File: config.mk
export PLATFORM = sky130hd
export DESIGN_NAME = pp_cell_seq
export DESIGN_NICKNAME = d
export VERILOG_FILES = /design/src/rtl/pp_seq_pkg.sv /design/src/rtl/pp_ring_ptr.sv /design/src/rtl/pp_event_tag.sv /design/src/rtl/pp_readout_seq.sv /design/src/rtl/pp_cell_seq.sv
export SDC_FILE = /design/constraint.sdc
export NUM_CORES = 1
export LEC_CHECK = 0
export ABC_AREA = 1
export BUFFER_PORTS_ARGS = -buffer_cell sky130_fd_sc_hd__buf_4
export CAP_MARGIN = 10
export CORE_UTILIZATION = 50
export CTS_CLUSTER_SIZE = 28
export DETAILED_ROUTE_END_ITERATION = 12
export PLACE_DENSITY = 0.68
export SYNTH_ARGS = -nofsm -noshare
export SYNTH_HDL_FRONTEND = slang
export SYNTH_SLANG_ARGS = --single-unit
File: constraint.sdc
create_clock -name clk -period 4.5 [get_ports clk]
set_input_delay 0.9 -clock clk [delete_from_list [all_inputs] [get_ports clk]]
set_output_delay 0.9 -clock clk [all_outputs]
set_load 0.05 [all_outputs]
File: src/rtl/pp_seq_pkg.sv
package pp_seq_pkg;
  // (a - b) mod n, operands assumed below n for a, any value for b
  function automatic int unsigned sub_mod(input int unsigned a, input int unsigned b,
                                          input int unsigned n);
    return (a + n - (b % n)) % n;
  endfunction
endpackage

File: src/rtl/pp_ring_ptr.sv
module pp_ring_ptr #(
  parameter int CELLS = 48,
  parameter int AW    = $clog2(CELLS)
) (
  input  logic          clk,
  input  logic          rst,
  input  logic          adv,
  output logic [AW-1:0] ptr
);
  localparam logic [AW-1:0] LAST = AW'(CELLS - 1);

  always_ff @(posedge clk) begin
    if (rst)        ptr <= '0;
    else if (adv)   ptr <= (ptr == LAST) ? '0 : ptr + 1'b1;
  end

  AST_PTR_RANGE: assert property (@(posedge clk) disable iff (rst)
    ptr <= LAST);
  AST_PTR_HOLD: assert property (@(posedge clk) disable iff (rst)
    !adv |=> $stable(ptr));
endmodule

File: src/rtl/pp_event_tag.sv
module pp_event_tag
  import pp_seq_pkg::*;
#(
  parameter int CELLS    = 48,
  parameter int AW       = $clog2(CELLS),
  parameter int BASE_OFS = 3
) (
  input  logic          clk,
  input  logic          rst,
  input  logic          take,
  input  logic          clear,
  input  logic [AW-1:0] wr_ptr,
  input  logic [AW-1:0] lat,
  output logic          pend,
  output logic [AW-1:0] peak,
  output logic [AW-1:0] base
);
  logic [AW-1:0] peak_c, base_c;

  always_comb begin
    peak_c = AW'(sub_mod(int'(wr_ptr), int'(lat), CELLS));
    base_c = AW'(sub_mod(int'(peak_c), BASE_OFS, CELLS));
  end

  always_ff @(posedge clk) begin
    if (rst) begin
      pend <= 1'b0;
      peak <= '0;
      base <= '0;
    end else if (take) begin
      pend <= 1'b1;
      peak <= peak_c;
      base <= base_c;
    end else if (clear) begin
      pend <= 1'b0;
    end
  end

  AST_TAG_FROZEN: assert property (@(posedge clk) disable iff (rst)
    pend && !take |=> $stable(peak) && $stable(base));
endmodule

File: src/rtl/pp_readout_seq.sv
module pp_readout_seq
  import pp_seq_pkg::*;
#(
  parameter int CELLS    = 48,
  parameter int AW       = $clog2(CELLS),
  parameter int BASE_OFS = 3
) (
  input  logic          clk,
  input  logic          rst,
  input  logic          start,
  input  logic          bank_in,
  input  logic [AW-1:0] peak,
  input  logic [AW-1:0] base,
  input  logic          rd_ready,
  output logic          rd_valid,
  output logic [AW-1:0] rd_cell,
  output logic          rd_bank,
  output logic          rd_is_base
);
  logic [AW-1:0] base_hold;
  logic          hs;

  assign hs = rd_valid & rd_ready;

  always_ff @(posedge clk) begin
    if (rst) begin
      rd_valid   <= 1'b0;
      rd_cell    <= '0;
      rd_bank    <= 1'b0;
      rd_is_base <= 1'b0;
      base_hold  <= '0;
    end else if (start && !rd_valid) begin
      rd_valid   <= 1'b1;
      rd_cell    <= peak;
      rd_bank    <= bank_in;
      rd_is_base <= 1'b0;
      base_hold  <= base;
    end else if (hs) begin
      if (!rd_is_base) begin
        rd_cell    <= base_hold;
        rd_is_base <= 1'b1;
      end else begin
        rd_valid   <= 1'b0;
      end
    end
  end

  AST_BASE_STEP: assert property (@(posedge clk) disable iff (rst)
    hs && !rd_is_base |=> rd_valid && rd_is_base &&
      (int'(rd_cell) == sub_mod(int'($past(rd_cell)), BASE_OFS, CELLS)));
  AST_READ_HOLD: assert property (@(posedge clk) disable iff (rst)
    rd_valid && !rd_ready |=> rd_valid && $stable(rd_cell) && $stable(rd_is_base));
  AST_READ_END: assert property (@(posedge clk) disable iff (rst)
    hs && rd_is_base |=> !rd_valid);
endmodule

File: src/rtl/pp_cell_seq.sv
module pp_cell_seq #(
  parameter int CELLS    = 48,
  parameter int AW       = $clog2(CELLS),
  parameter int BASE_OFS = 3,
  parameter int OVF_W    = 8
) (
  input  logic             clk,
  input  logic             rst,
  input  logic             xing_stb,
  input  logic             gap_mark,
  input  logic             l1_acc,
  input  logic [AW-1:0]    lat,
  input  logic             rd_ready,
  output logic [AW-1:0]    wr_cell,
  output logic             wr_bank,
  output logic             rd_valid,
  output logic [AW-1:0]    rd_cell,
  output logic             rd_bank,
  output logic             rd_is_base,
  output logic             ovf_flag,
  output logic [OVF_W-1:0] ovf_cnt
);
  localparam logic [OVF_W-1:0] CNT_MAX = '1;

  logic          pend, busy, take, refuse, swap, start;
  logic [AW-1:0] peak, base;

  assign busy   = pend | rd_valid;
  assign take   = l1_acc & ~busy & ~gap_mark;
  assign refuse = l1_acc & ~take;
  assign swap   = gap_mark & ~rd_valid;
  assign start  = swap & pend;

  pp_ring_ptr #(.CELLS(CELLS), .AW(AW)) u_ptr (
    .clk(clk), .rst(rst), .adv(xing_stb), .ptr(wr_cell)
  );

  pp_event_tag #(.CELLS(CELLS), .AW(AW), .BASE_OFS(BASE_OFS)) u_tag (
    .clk(clk), .rst(rst), .take(take), .clear(start),
    .wr_ptr(wr_cell), .lat(lat), .pend(pend), .peak(peak), .base(base)
  );

  pp_readout_seq #(.CELLS(CELLS), .AW(AW), .BASE_OFS(BASE_OFS)) u_rd (
    .clk(clk), .rst(rst), .start(start), .bank_in(wr_bank),
    .peak(peak), .base(base), .rd_ready(rd_ready),
    .rd_valid(rd_valid), .rd_cell(rd_cell), .rd_bank(rd_bank), .rd_is_base(rd_is_base)
  );

  always_ff @(posedge clk) begin
    if (rst)       wr_bank <= 1'b0;
    else if (swap) wr_bank <= ~wr_bank;
  end

  always_ff @(posedge clk) begin
    if (rst) begin
      ovf_flag <= 1'b0;
      ovf_cnt  <= '0;
    end else if (refuse) begin
      ovf_flag <= 1'b1;
      if (ovf_cnt != CNT_MAX) ovf_cnt <= ovf_cnt + 1'b1;
    end
  end

  AST_RD_OTHER_BANK: assert property (@(posedge clk) disable iff (rst)
    rd_valid |-> rd_bank != wr_bank);
  AST_NO_SWAP_IN_READ: assert property (@(posedge clk) disable iff (rst)
    rd_valid && gap_mark |=> $stable(wr_bank));
  AST_OVF_STICKY: assert property (@(posedge clk) disable iff (rst)
    ovf_flag |=> ovf_flag);
  AST_OVF_COUNT: assert property (@(posedge clk) disable iff (rst)
    l1_acc && busy && ovf_cnt != CNT_MAX |=> ovf_cnt == $past(ovf_cnt) + 1'b1);
  AST_START_READ: assert property (@(posedge clk) disable iff (rst)
    gap_mark && pend && !rd_valid |=> rd_valid && !rd_is_base);
endmodule

### After elaboration in Yosys (flattened, before gate mapping)

Index checks and enable logic that the tools add are counted.

| operators by class | value |
|---|---|
| $add $sub $neg | 6 |
| div/mod/pow operators | 3 |
| equality and inequality tests | 3 |
| mux-type cells | 9 |
| bitwise operators | 12 |
| reduce and logical (&&, ||, !) cells | 9 |

Operators with widths:

| operator | count |
|---|---|
| $mod A32 B6 Y32 const B | 2 |
| $mod A6 B6 Y32 const B | 1 |
| $sub A32 B2 Y32 const B | 1 |
| $sub A32 B32 Y32 | 1 |
| $mux W6 | 4 |
| $add A6 B6 Y7 const B | 2 |
| $add A8 B1 Y8 const B | 1 |
| $ne A8 B8 Y1 const B | 1 |
| $add A6 B1 Y6 const B | 1 |
| $and A1 B1 Y1 | 6 |
| $eq A6 B6 Y1 const B | 1 |
| $reduce_and A2 Y1 | 3 |
| $reduce_bool A2 Y1 | 3 |
| $mux W1 | 5 |
| $not A1 Y1 | 5 |
| $ne A2 B2 Y1 const B | 1 |
| $reduce_or A2 Y1 | 1 |
| $logic_and A1 B1 Y1 | 1 |
| $logic_not A1 Y1 | 1 |
| $or A1 B1 Y1 | 1 |

| word-level totals | value |
|---|---|
| flip-flop bits (word level) | 44 |
| input bits | 12 |
| output and inout port bits | 25 |
| word-level logic and storage cells | 54 |

### Logic depth before layout (Yosys ltp)

Gate-level depths: netlist (run 1).

| depth | value |
|---|---|
| depth in word-level cells | 7 |
| depth in mapped cells | 29 |
| gate-level depth less buffers | 29 |

### By module

A second synthesis (run 1) with hierarchy kept.

| second synthesis, totals | value |
|---|---|
| cells, all modules | 405 |
| area total of the unflattened synthesis | 2861.5 µm² |

Modules (own cells, without submodules):

| module | times used | cells an instance | area an instance (µm²) | seq. area each (µm²) |
|---|---|---|---|---|
| pp_event_tag | 1 | 189 | 1249.9 | 260.2 |
| pp_readout_seq | 1 | 93 | 721.9 | 300.3 |
| pp_cell_seq | 1 | 89 | 591.8 | 200.2 |
| pp_ring_ptr | 1 | 34 | 297.8 | 120.1 |

### Worst setup path before layout (run 1)

No wires, ideal clock.

| timing | value |
|---|---|
| path kind | input to register |
| from | input port lat[4] |
| to | register u_tag.base[5] |
| library setup time | 131 ps |
| arrival | 3717 ps |
| data required time | 4369 ps |
| path slack | 653 ps |
| cell stages on the path | 25 |
| path buffers | 1 |
| cell sequence | buf_2 ha_1 o21ai_0 ha_1 nand2_2 inv_1 nand2_1 nand2_1 a21oi_1 o21bai_2 nand3_1 nand2_1 inv_2 o21ai_0 o21ai_0 ha_1 ha_1 inv_1 nand2_1 nand2_1 nand2_1 nand2_1 nand2_1 nand2_1 a21oi_2 |

| on the way | value |
|---|---|
| longest elaborated chain between the ends | 6 |

Ends and longest elaborated chain:

| item | RTL line | RTL |
|---|---|---|
| start: declaration | pp_cell_seq.sv:12 | `input logic [AW-1:0] lat,` |
| $mod A6 B6 Y32 | pp_seq_pkg.sv:5 | `return (a + n - (b % n)) % n;` |
| $sub A32 B32 Y32 | pp_seq_pkg.sv:5 |  |
| $mod A32 B6 Y32 | pp_seq_pkg.sv:5 |  |
| $add A6 B6 Y7 | pp_seq_pkg.sv:5 |  |
| $sub A32 B2 Y32 | pp_seq_pkg.sv:5 |  |
| $mod A32 B6 Y32 | pp_seq_pkg.sv:5 |  |
| end signal: assignment | pp_event_tag.sv:33 | `base <= base_c;` |
| end: declaration | pp_event_tag.sv:16 | `output logic [AW-1:0] base` |

Every way passes these cells.
A chain may end at the register's enable or synchronous reset.

### Worst setup path in the final report (run 1)

| timing | value |
|---|---|
| from | input port lat[5] |
| to | register u_tag.base[5] |

Same word-level chain as after synthesis.

==> metrics.yaml, run 1 <==
grt-busiest-layer: "met2"
drt_wl_total_mm: 4.73
period_share_pct: 85.3
netlist_instances: 363
synth_top_family_by_area: "simple AND/OR/NAND/NOR gates"
start_util_pct: 52.5
worstRegToRegCells: 25
synthFlopType: "dfxtp_1"
critical_path_class: "in2reg"
hold_end: "u_rd.base_hold[4]"
cts-root-buf: "clkbuf_8"
use_met3_pct: 3.87
ff2ff_setup_slack_ps: 980
nets: 427
detail-route-antenna-nets: 0
timing_hold_violations_final: 0
cts.reportedPaths.clkPinSlew_ps: 90
io_pins: 37
finalSetupViolCount: 0
drt-initial-drc-count: 124
grt_pass1_wl_mm: 8.27
synth_edf_count: 0
leakagePower_nw: 1.40
timing.rr.end: "u_tag.base[5]"
cts_buffers: 5
synth_compound_area_share_pct: 14.7
met1_usage_pct: 25.5
yosys.area_share.simple_pct: 28.6
grt_usage_pct: 19.8
holdCritPathClass: "reg2reg"
synth_cell_types: 35
start_kind: "input port"
cap_viol_max_count: 0
rows: 25
h-tree-depth: 2
yosys_warnings: 0
crit_required_ps: 4680
synth_mux_area_share_pct: 0
dieArea_sq_um: 5280
synthAdderAreaFrac_pct: 8.82
first_global_vias: 1976
slowest_delay_ps: 330
dp_hpwl_mm: 3.60
cp_max_fo: 5
yosysSeqAreaShare_pct: 35.3
avgSynthCellArea_sq_um: 6.88
whs_path_depth: 2
syn_area_sq_um: 2500
port_buffers: 36
async_reset_ff_share_pct: 0
clk_latency_ps: 300
cts_setup_buffers: 0
syn_nets: 392
num_antenna_cells: 0
crit_arrival_ps: 4020
p_total_mw: 0.980
grt_max_degree: 25
hp-start: "u_tag.base[4]"
status: "completed"
drc: 0
cp_common_cell: "nand2_1"
end_kind: "register"
drive_above_1_share_pct: 16.0
grt_remaining_overflow: 0
wire_per_inst_microns: 10.2
dr.pass1.iters: 4
finalSetupTns_ps: 0
die_x_microns: 72.7
p_per_area_nw_per_um2: 334
rsz0062_at_grt: "no"
slew_violations: 0
synth-xor-area-share_pct: 1.75
syn_to_final_growth_pct: 17.6
clock_path_buffers: 2
r2r_start: "u_ptr.ptr[4]"
clkSinkCount: 44
vias: 2232
met2_usage_pct: 33.1
clock_skew_ps: 11.2
die_y_microns: 72.7
timing.fmax_mhz: 261
ys_seq_elements: 44
routed_via_density: 4.79
ctsHoldBuffers: 0
cp_slowest_cell: "ha_1"
min_period_ps: 3840
max-vdd-ir-drop_uv: 140
routabilityCongestion: 0.776
cts_tree: "done"
cts.repair.resized: 0
antenna_found_initial: 0
core-area_sq_um: 4750
-- power breakdown --
group | switching (mW) | leakage, nW | internal (mW) | total (mW)
clock network | 0.141 | 0.0548 | 0.167 | 0.308
logic | 0.164 | 0.990 | 0.0889 | 0.253
registers | 0.0124 | 0.358 | 0.407 | 0.419
total | 0.317 | 1.40 | 0.663 | 0.980
-- worst max-delay path by stage --
stage / from / end / slack (ps)
2_1_floorplan: lat[4] / u_tag.base[5] / 650
3_5_place_dp: lat[5] / u_tag.base[5] / 350
6_report: lat[5] / u_tag.base[5] / 660
3_3_place_gp: lat[5] / u_tag.base[5] / 460
4_1_cts: lat[5] / u_tag.base[5] / 660
5_1_grt: lat[5] / u_tag.base[5] / 290
-- area by class of cell --
| cell class | instances | area (sq um) |
|---|---|---|
| well taps | 67 | 83.8 |
| fillers | 497 | 1820 |
| repair buffers | 37 | 278 |
| inverters | 60 | 225 |
| clock inverters | 3 | 46.3 |
| clock buffers | 5 | 68.8 |
| flip-flops and latches | 44 | 881 |
| multi-input cells | 250 | 1360 |
-- cells in the mapped netlist (2+ instances only) --
master     n  area (sq um)
ha_1      16           200
nand3b_1   2          15.0
a21oi_2    4          35.0
inv_1     57           214
nand3_2    5          50.1
xor2_1     4          35.0
nor2_1    27           101
nand2_1   93           349
clkbuf_1   7          26.3
o21ai_0   19          95.1
nand2_2    3          18.8
a31oi_1    7          43.8
o211ai_1   2          15.0
a21oi_1   27           135
nand4_1    3          18.8
dfxtp_1   44           881
o21ai_1    2          10.0
nor4_1     2          12.5
nand3_1   17          85.1
nor3_1     5          25.0
inv_2      3          11.3
-- flip-flops by register name, summed over array words and instances, names as in the netlist --
name	cells
u_rd.base_hold	6
u_tag.peak	6
u_tag.base	6
u_rd.rd_cell	6
ovf_flag	1
u_rd.rd_valid	1
ovf_cnt	8
wr_bank	1
u_tag.pend	1
u_ptr.ptr	6
u_rd.rd_bank	1
u_rd.rd_is_base	1
-- worst max-delay path, delay by kind of cell --
| kind | cells | cell delay [ps] |
|---|---|---|
| AOI/OAI and AO/OA | 6 | 820 |
| adders and majority gates | 4 | 1150 |
| buffers and inverters | 4 | 280 |
| and+or+nand+nor | 11 | 860 |
-- cell usage in the layout (no fill, tap or decap), types with 2 or more instances in the layout --
cell type and n:
o21ai_0 19, a31oi_1 7, a21oi_1 27, ha_1 16
nor3_1 5, nand4_1 3, o211ai_1 2, buf_4 37
nor2_1 27, nand2_2 3, nand3b_1 2, inv_1 57
nand3_2 5, xor2_1 4, o21ai_1 2, inv_2 3
nand3_1 17, dfxtp_1 44, a21oi_2 4, nand2_1 93
clkbuf_8 5
-- kinds of logic after synthesis --
logic type,Yosys count
AND/OR/NAND/NOR,162
adder cells (fa/ha/maj),17
buffers and inverters,69
flip-flops,44
AO/OA/AOI/OAI,65
XOR/XNOR,5
other,1
-- through the flow --
step / hold WS (ps) / setup slack, ps / area, sq um / instances / util, %
final: 449 / 664 / 2940 / 466 / 61.8
after global routing: 486 / 285 / 2940 / 466 / 61.8
after CTS: 453 / 659 / 2940 / 466 / 61.8
after detailed placement: 451 / 346 / 2820 / 458 / 59.4
after global placement: 450 / 457 / 2820 / 458 / 59.4
after floorplan: 438 / 653 / 2500 / 363 / -
-- layer usage --
metal,up-vias,part of all wire (%)
li1,1228,-
met2,35,44
met1,964,51
met4,0,1.4
met5,-,0
met3,5,3.4
Note: power is estimated with default switching activity, not from simulation.
==> inputs of run 2 (changes only) <==
--- a/config.mk
+++ b/config.mk
@@ -8,6 +8,7 @@
 export ABC_AREA = 1
 export BUFFER_PORTS_ARGS = -buffer_cell sky130_fd_sc_hd__buf_4
 export CAP_MARGIN = 10
+export CORE_ASPECT_RATIO = 2
 export CORE_UTILIZATION = 50
 export CTS_CLUSTER_SIZE = 28
 export DETAILED_ROUTE_END_ITERATION = 12
==> metrics.yaml, run 2 (synthesis results as in run 1) <==
post-route-util_pct: 60.1
hold_ws_ps: 459
slew_violations: 0
placed_cells: 448
cts_tree: "done"
vias: 2291
finalSetupViolCount: 0
period_share_pct: 86.6
hp-start: "u_tag.base[4]"
nets: 427
timing_hold_violations_final: 0
rows: 36
p_total_mw: 0.917
first_global_vias: 2100
cap_viol_max_count: 0
worstRegToRegCells: 25
rsz0062_at_grt: "no"
die_x_microns: 52.0
cts.repair.resized: 0
cts.reportedPaths.clkPinSlew_ps: 80
cp_max_fo: 5
h-tree-depth: 2
ctsHoldBuffers: 0
met1Wirelength_mm: 1.95
grt_remaining_overflow: 0
num_antenna_cells: 0
syn_to_final_growth_pct: 16.0
dr.pass1.iters: 6
grt_pass1_wl_mm: 8.52
fin_cells: 456
core-area_sq_um: 4820
cts_buffers: 5
clk_latency_ps: 290
cts_setup_buffers: 0
r2r_start: "u_ptr.ptr[5]"
clkSinkCount: 44
whs_path_depth: 2
min_period_ps: 3900
fillers: 490
final_common_cell: "nand2_1"
finalSetupTns_ps: 0
highest_layer: "met4"
wire_per_inst_microns: 11.1
clock_path_buffers: 2
crit_arrival_ps: 4070
timing.fmax_mhz: 257
top_register: "ovf_cnt"
io_pins: 37
start_kind: "input port"
dp_slack_ps: 271
status: "completed"
holdCritPathClass: "reg2reg"
end_kind: "register"
start_util_pct: 51.8
crit_required_ps: 4680
port_buffers: 36
cts-root-buf: "clkbuf_8"
p_per_area_nw_per_um2: 317
wl_met3_microns: 104
leakagePower_nw: 1.40
timing.rr.end: "u_tag.base[5]"
largest_register_ffs: 8
max-vdd-ir-drop_uv: 257
grt_max_degree: 25
wl_met2_mm: 2.95
dp_hpwl_mm: 4.05
routed_via_density: 5.02
grt_usage_pct: 21.0
final_cell_mix: "nand2_1, inv_1, dfxtp_1, buf_4"
detail-route-antenna-nets: 0
critical_path_class: "in2reg"
antenna_found_initial: 0
hold_end: "u_rd.base_hold[4]"
drt-initial-drc-count: 23
dieArea_sq_um: 5300
ff2ff_setup_slack_ps: 1010
placed_cell_area_sq_um: 2810
die_y_microns: 102
drc: 0
fin_area_sq_um: 2900
drt_wl_total_mm: 5.04
routabilityCongestion: 0.781
drive_above_1_share_pct: 16.0
clock_skew_ps: 8.54
fin_ws_ps: 603
run 2: critical path, cell delays in order:
cell      delay, ps
buf_4           120
ha_1            270
o21ai_0         230
ha_1            350
nand2_2         120
inv_1            40
nand2_1          50
nand2_1          50
a21oi_1         180
o21bai_2        160
nand3_1         140
nand2_1         110
inv_2            40
o21ai_0         120
o21ai_0         130
ha_1            240
ha_1            310
inv_1            70
nand2_1          80
nand2_1          70
nand2_1          50
nand2_1          70
nand2_1          50
nand2_1          70
a21oi_2          40
run 2: worst max-delay path by stage:
stage                start  slack (ps)  cells past startpoint             to
finish              lat[5]         600                     25  u_tag.base[5]
global placement    lat[5]         370                     25  u_tag.base[5]
CTS                 lat[5]         590                     25  u_tag.base[5]
global route        lat[5]         220                     25  u_tag.base[4]
detailed placement  lat[5]         270                     25  u_tag.base[5]
floorplan           lat[4]         650                     25  u_tag.base[5]
run 2: cell type report:
cell class | count | area, sq um | area share, %
repair buffers | 37 | 278 | 9.59
flip-flops and latches | 44 | 881 | 30.4
clock inverters | 3 | 18.8 | 0.648
clock buffers | 5 | 68.8 | 2.37
multi-input cells | 250 | 1360 | 46.8
well taps | 57 | 71.3 | 2.46
inverters | 60 | 225 | 7.77
run 2: power breakdown:
group	total (mW)	internal, mW	switching (mW)
clock	0.243	0.108	0.135
sequential	0.419	0.407	0.0127
combinational	0.255	0.0890	0.166
run 2: metal layers:
metal / up-vias / GRT usage (%)
met3: 5 / 2.68
met4: 0 / 7.07
met5: - / 0
li1: 1228 / -
met1: 1026 / 18.9
met2: 32 / 44.2
==> inputs of run 3 (changes only) <==
--- a/config.mk
+++ b/config.mk
@@ -8,11 +8,13 @@
 export ABC_AREA = 1
 export BUFFER_PORTS_ARGS = -buffer_cell sky130_fd_sc_hd__buf_4
 export CAP_MARGIN = 10
+export CELL_PAD_IN_SITES_DETAIL_PLACEMENT = 1
+export CELL_PAD_IN_SITES_GLOBAL_PLACEMENT = 1
 export CORE_ASPECT_RATIO = 2
-export CORE_UTILIZATION = 50
+export CORE_UTILIZATION = 40
 export CTS_CLUSTER_SIZE = 28
 export DETAILED_ROUTE_END_ITERATION = 12
-export PLACE_DENSITY = 0.68
+export PLACE_DENSITY = 0.76
 export SYNTH_ARGS = -nofsm -noshare
 export SYNTH_HDL_FRONTEND = slang
 export SYNTH_SLANG_ARGS = --single-unit
==> metrics.yaml, run 3 (synthesis results as in run 1) <==
status: "complete, but fails checks"
failed_checks: "DRC"
crit_arrival_ps: 4170
num_antenna_cells: 0
detail-route-antenna-nets: 0
seqPwrFrac_pct: 37.5
use_met3_pct: 2.83
tightestPinTransition_ps: 512
p_sw_share_pct: 29.5
dp_hpwl_mm: 4.92
drive_above_1_share_pct: 16.0
switching_power_mw: 0.331
slew_violations: 0
vias: 2377
final_common_cell: "nand2_1"
syn_to_final_growth_pct: 20.1
drc: 2
post-route-util_pct: 50.0
grt-busiest-layer: "met2"
period_share_pct: 89.0
p_per_area_nw_per_um2: 374
h-tree-depth: 2
met2_usage_pct: 41.9
final_cell_mix: "nand2_1, inv_1, dfxtp_1, buf_4"
core-area_sq_um: 6010
clock_skew_ps: 3.01
grt_max_degree: 25
io_pins: 37
clock_path_buffers: 2
fillers: 808
grt_pass1_wl_mm: 10.6
finalSetupViolCount: 0
grt_remaining_overflow: 0
routabilityCongestion: 0.776
p_clk_share_pct: 38.9
rows: 40
drt_wl_total_mm: 6.14
p_int_mw: 0.790
timing.fmax_mhz: 250
end_kind: "register"
finalSetupTns_ps: 0
routed_via_density: 5.15
cts_setup_buffers: 0
min_period_ps: 4010
cts_tree: "done"
start_util_pct: 41.6
rsz0062_at_grt: "no"
clk_latency_ps: 280
nets: 427
drt-initial-drc-count: 61
dieArea_sq_um: 6580
cts.reportedPaths.clkPinSlew_ps: 60
crit_required_ps: 4660
max-vdd-ir-drop_uv: 190
max_slew_margin_pct: 65.8
wire_per_inst_microns: 13.3
port_buffers: 36
timing_hold_violations_final: 0
first_global_vias: 2428
cap_viol_max_count: 0
met1_usage_pct: 19.3
die_x_microns: 57.9
grt_usage_pct: 20.8
cts-root-buf: "clkbuf_16"
clkSinkCount: 44
cp_max_fo: 5
top_register: "ovf_cnt"
cts_buffers: 5
holdCritPathClass: "reg2reg"
die_y_microns: 114
antenna_found_initial: 0
start_kind: "input port"
dr.pass1.iters: 8
leakagePower_nw: 1.44
ctsHoldBuffers: 0
cts.repair.resized: 0
comb_power_share_pct: 23.5
critical_path_class: "in2reg"
hold_ws_ps: 459
largest_register_ffs: 8
## run 3: routing by layer
metal / part of all wire [%] / up-vias
met5: 0 / -
met4: 2.6 / 0
met3: 1.7 / 11
met2: 59 / 37
met1: 37 / 1111
li1: - / 1218
## run 3: power by group through the flow
| stage | combinational [mW] | sequential [mW] | clock, mW |
|---|---|---|---|
| floorplan | 0.179 | 0.448 | 0 |
| global placement | 0.255 | 0.429 | 0 |
| detailed placement | 0.266 | 0.429 | 0 |
| CTS | 0.267 | 0.421 | 0.445 |
| global route | 0.302 | 0.423 | 0.462 |
| finish | 0.264 | 0.421 | 0.436 |
## run 3: layout make-up
cell class / count / area (sq um) / share of cell area [%]
Sequential cell: 44 / 881 / 29.4
Tap cell: 63 / 78.8 / 2.63
Multi-Input combinational cell: 250 / 1360 / 45.2
Timing Repair Buffer: 37 / 278 / 9.26
Clock buffer: 7 / 153 / 5.09
Inverter: 60 / 225 / 7.51
Clock inverter: 1 / 30.0 / 1.00
## run 3: worst paths after layout
check / start / to / slack, ps / cells after the start
worst max-delay path: lat[5] / u_tag.base[5] / 490 / 25
worst min register to register: u_tag.base[4] / u_rd.base_hold[4] / 460 / 2
worst max register to register: u_ptr.ptr[4] / u_tag.base[5] / 920 / 25
worst min-delay path: u_tag.base[4] / u_rd.base_hold[4] / 460 / 2
## run 3: worst max-delay path, stage by stage
cell and delay (ps):
buf_4 120, ha_1 280, o21ai_0 250, ha_1 350, nand2_2 120, inv_1 40
nand2_1 50, nand2_1 60, a21oi_1 200, o21bai_2 160, nand3_1 140, nand2_1 110
inv_2 40, o21ai_0 130, o21ai_0 130, ha_1 240, ha_1 320, inv_1 80
nand2_1 90, nand2_1 80, nand2_1 50, nand2_1 70, nand2_1 50, nand2_1 70
a21oi_2 50
## run 3: stage by stage
stage	area, sq um	instances	power (mW)	setup WS [ps]
after floorplan	2500	363	0.627	653
after global placement	2820	454	0.683	323
after detailed placement	2820	454	0.695	142
after CTS	3000	462	1.13	441
after global routing	3000	462	1.19	68.1
final	3000	462	1.12	493
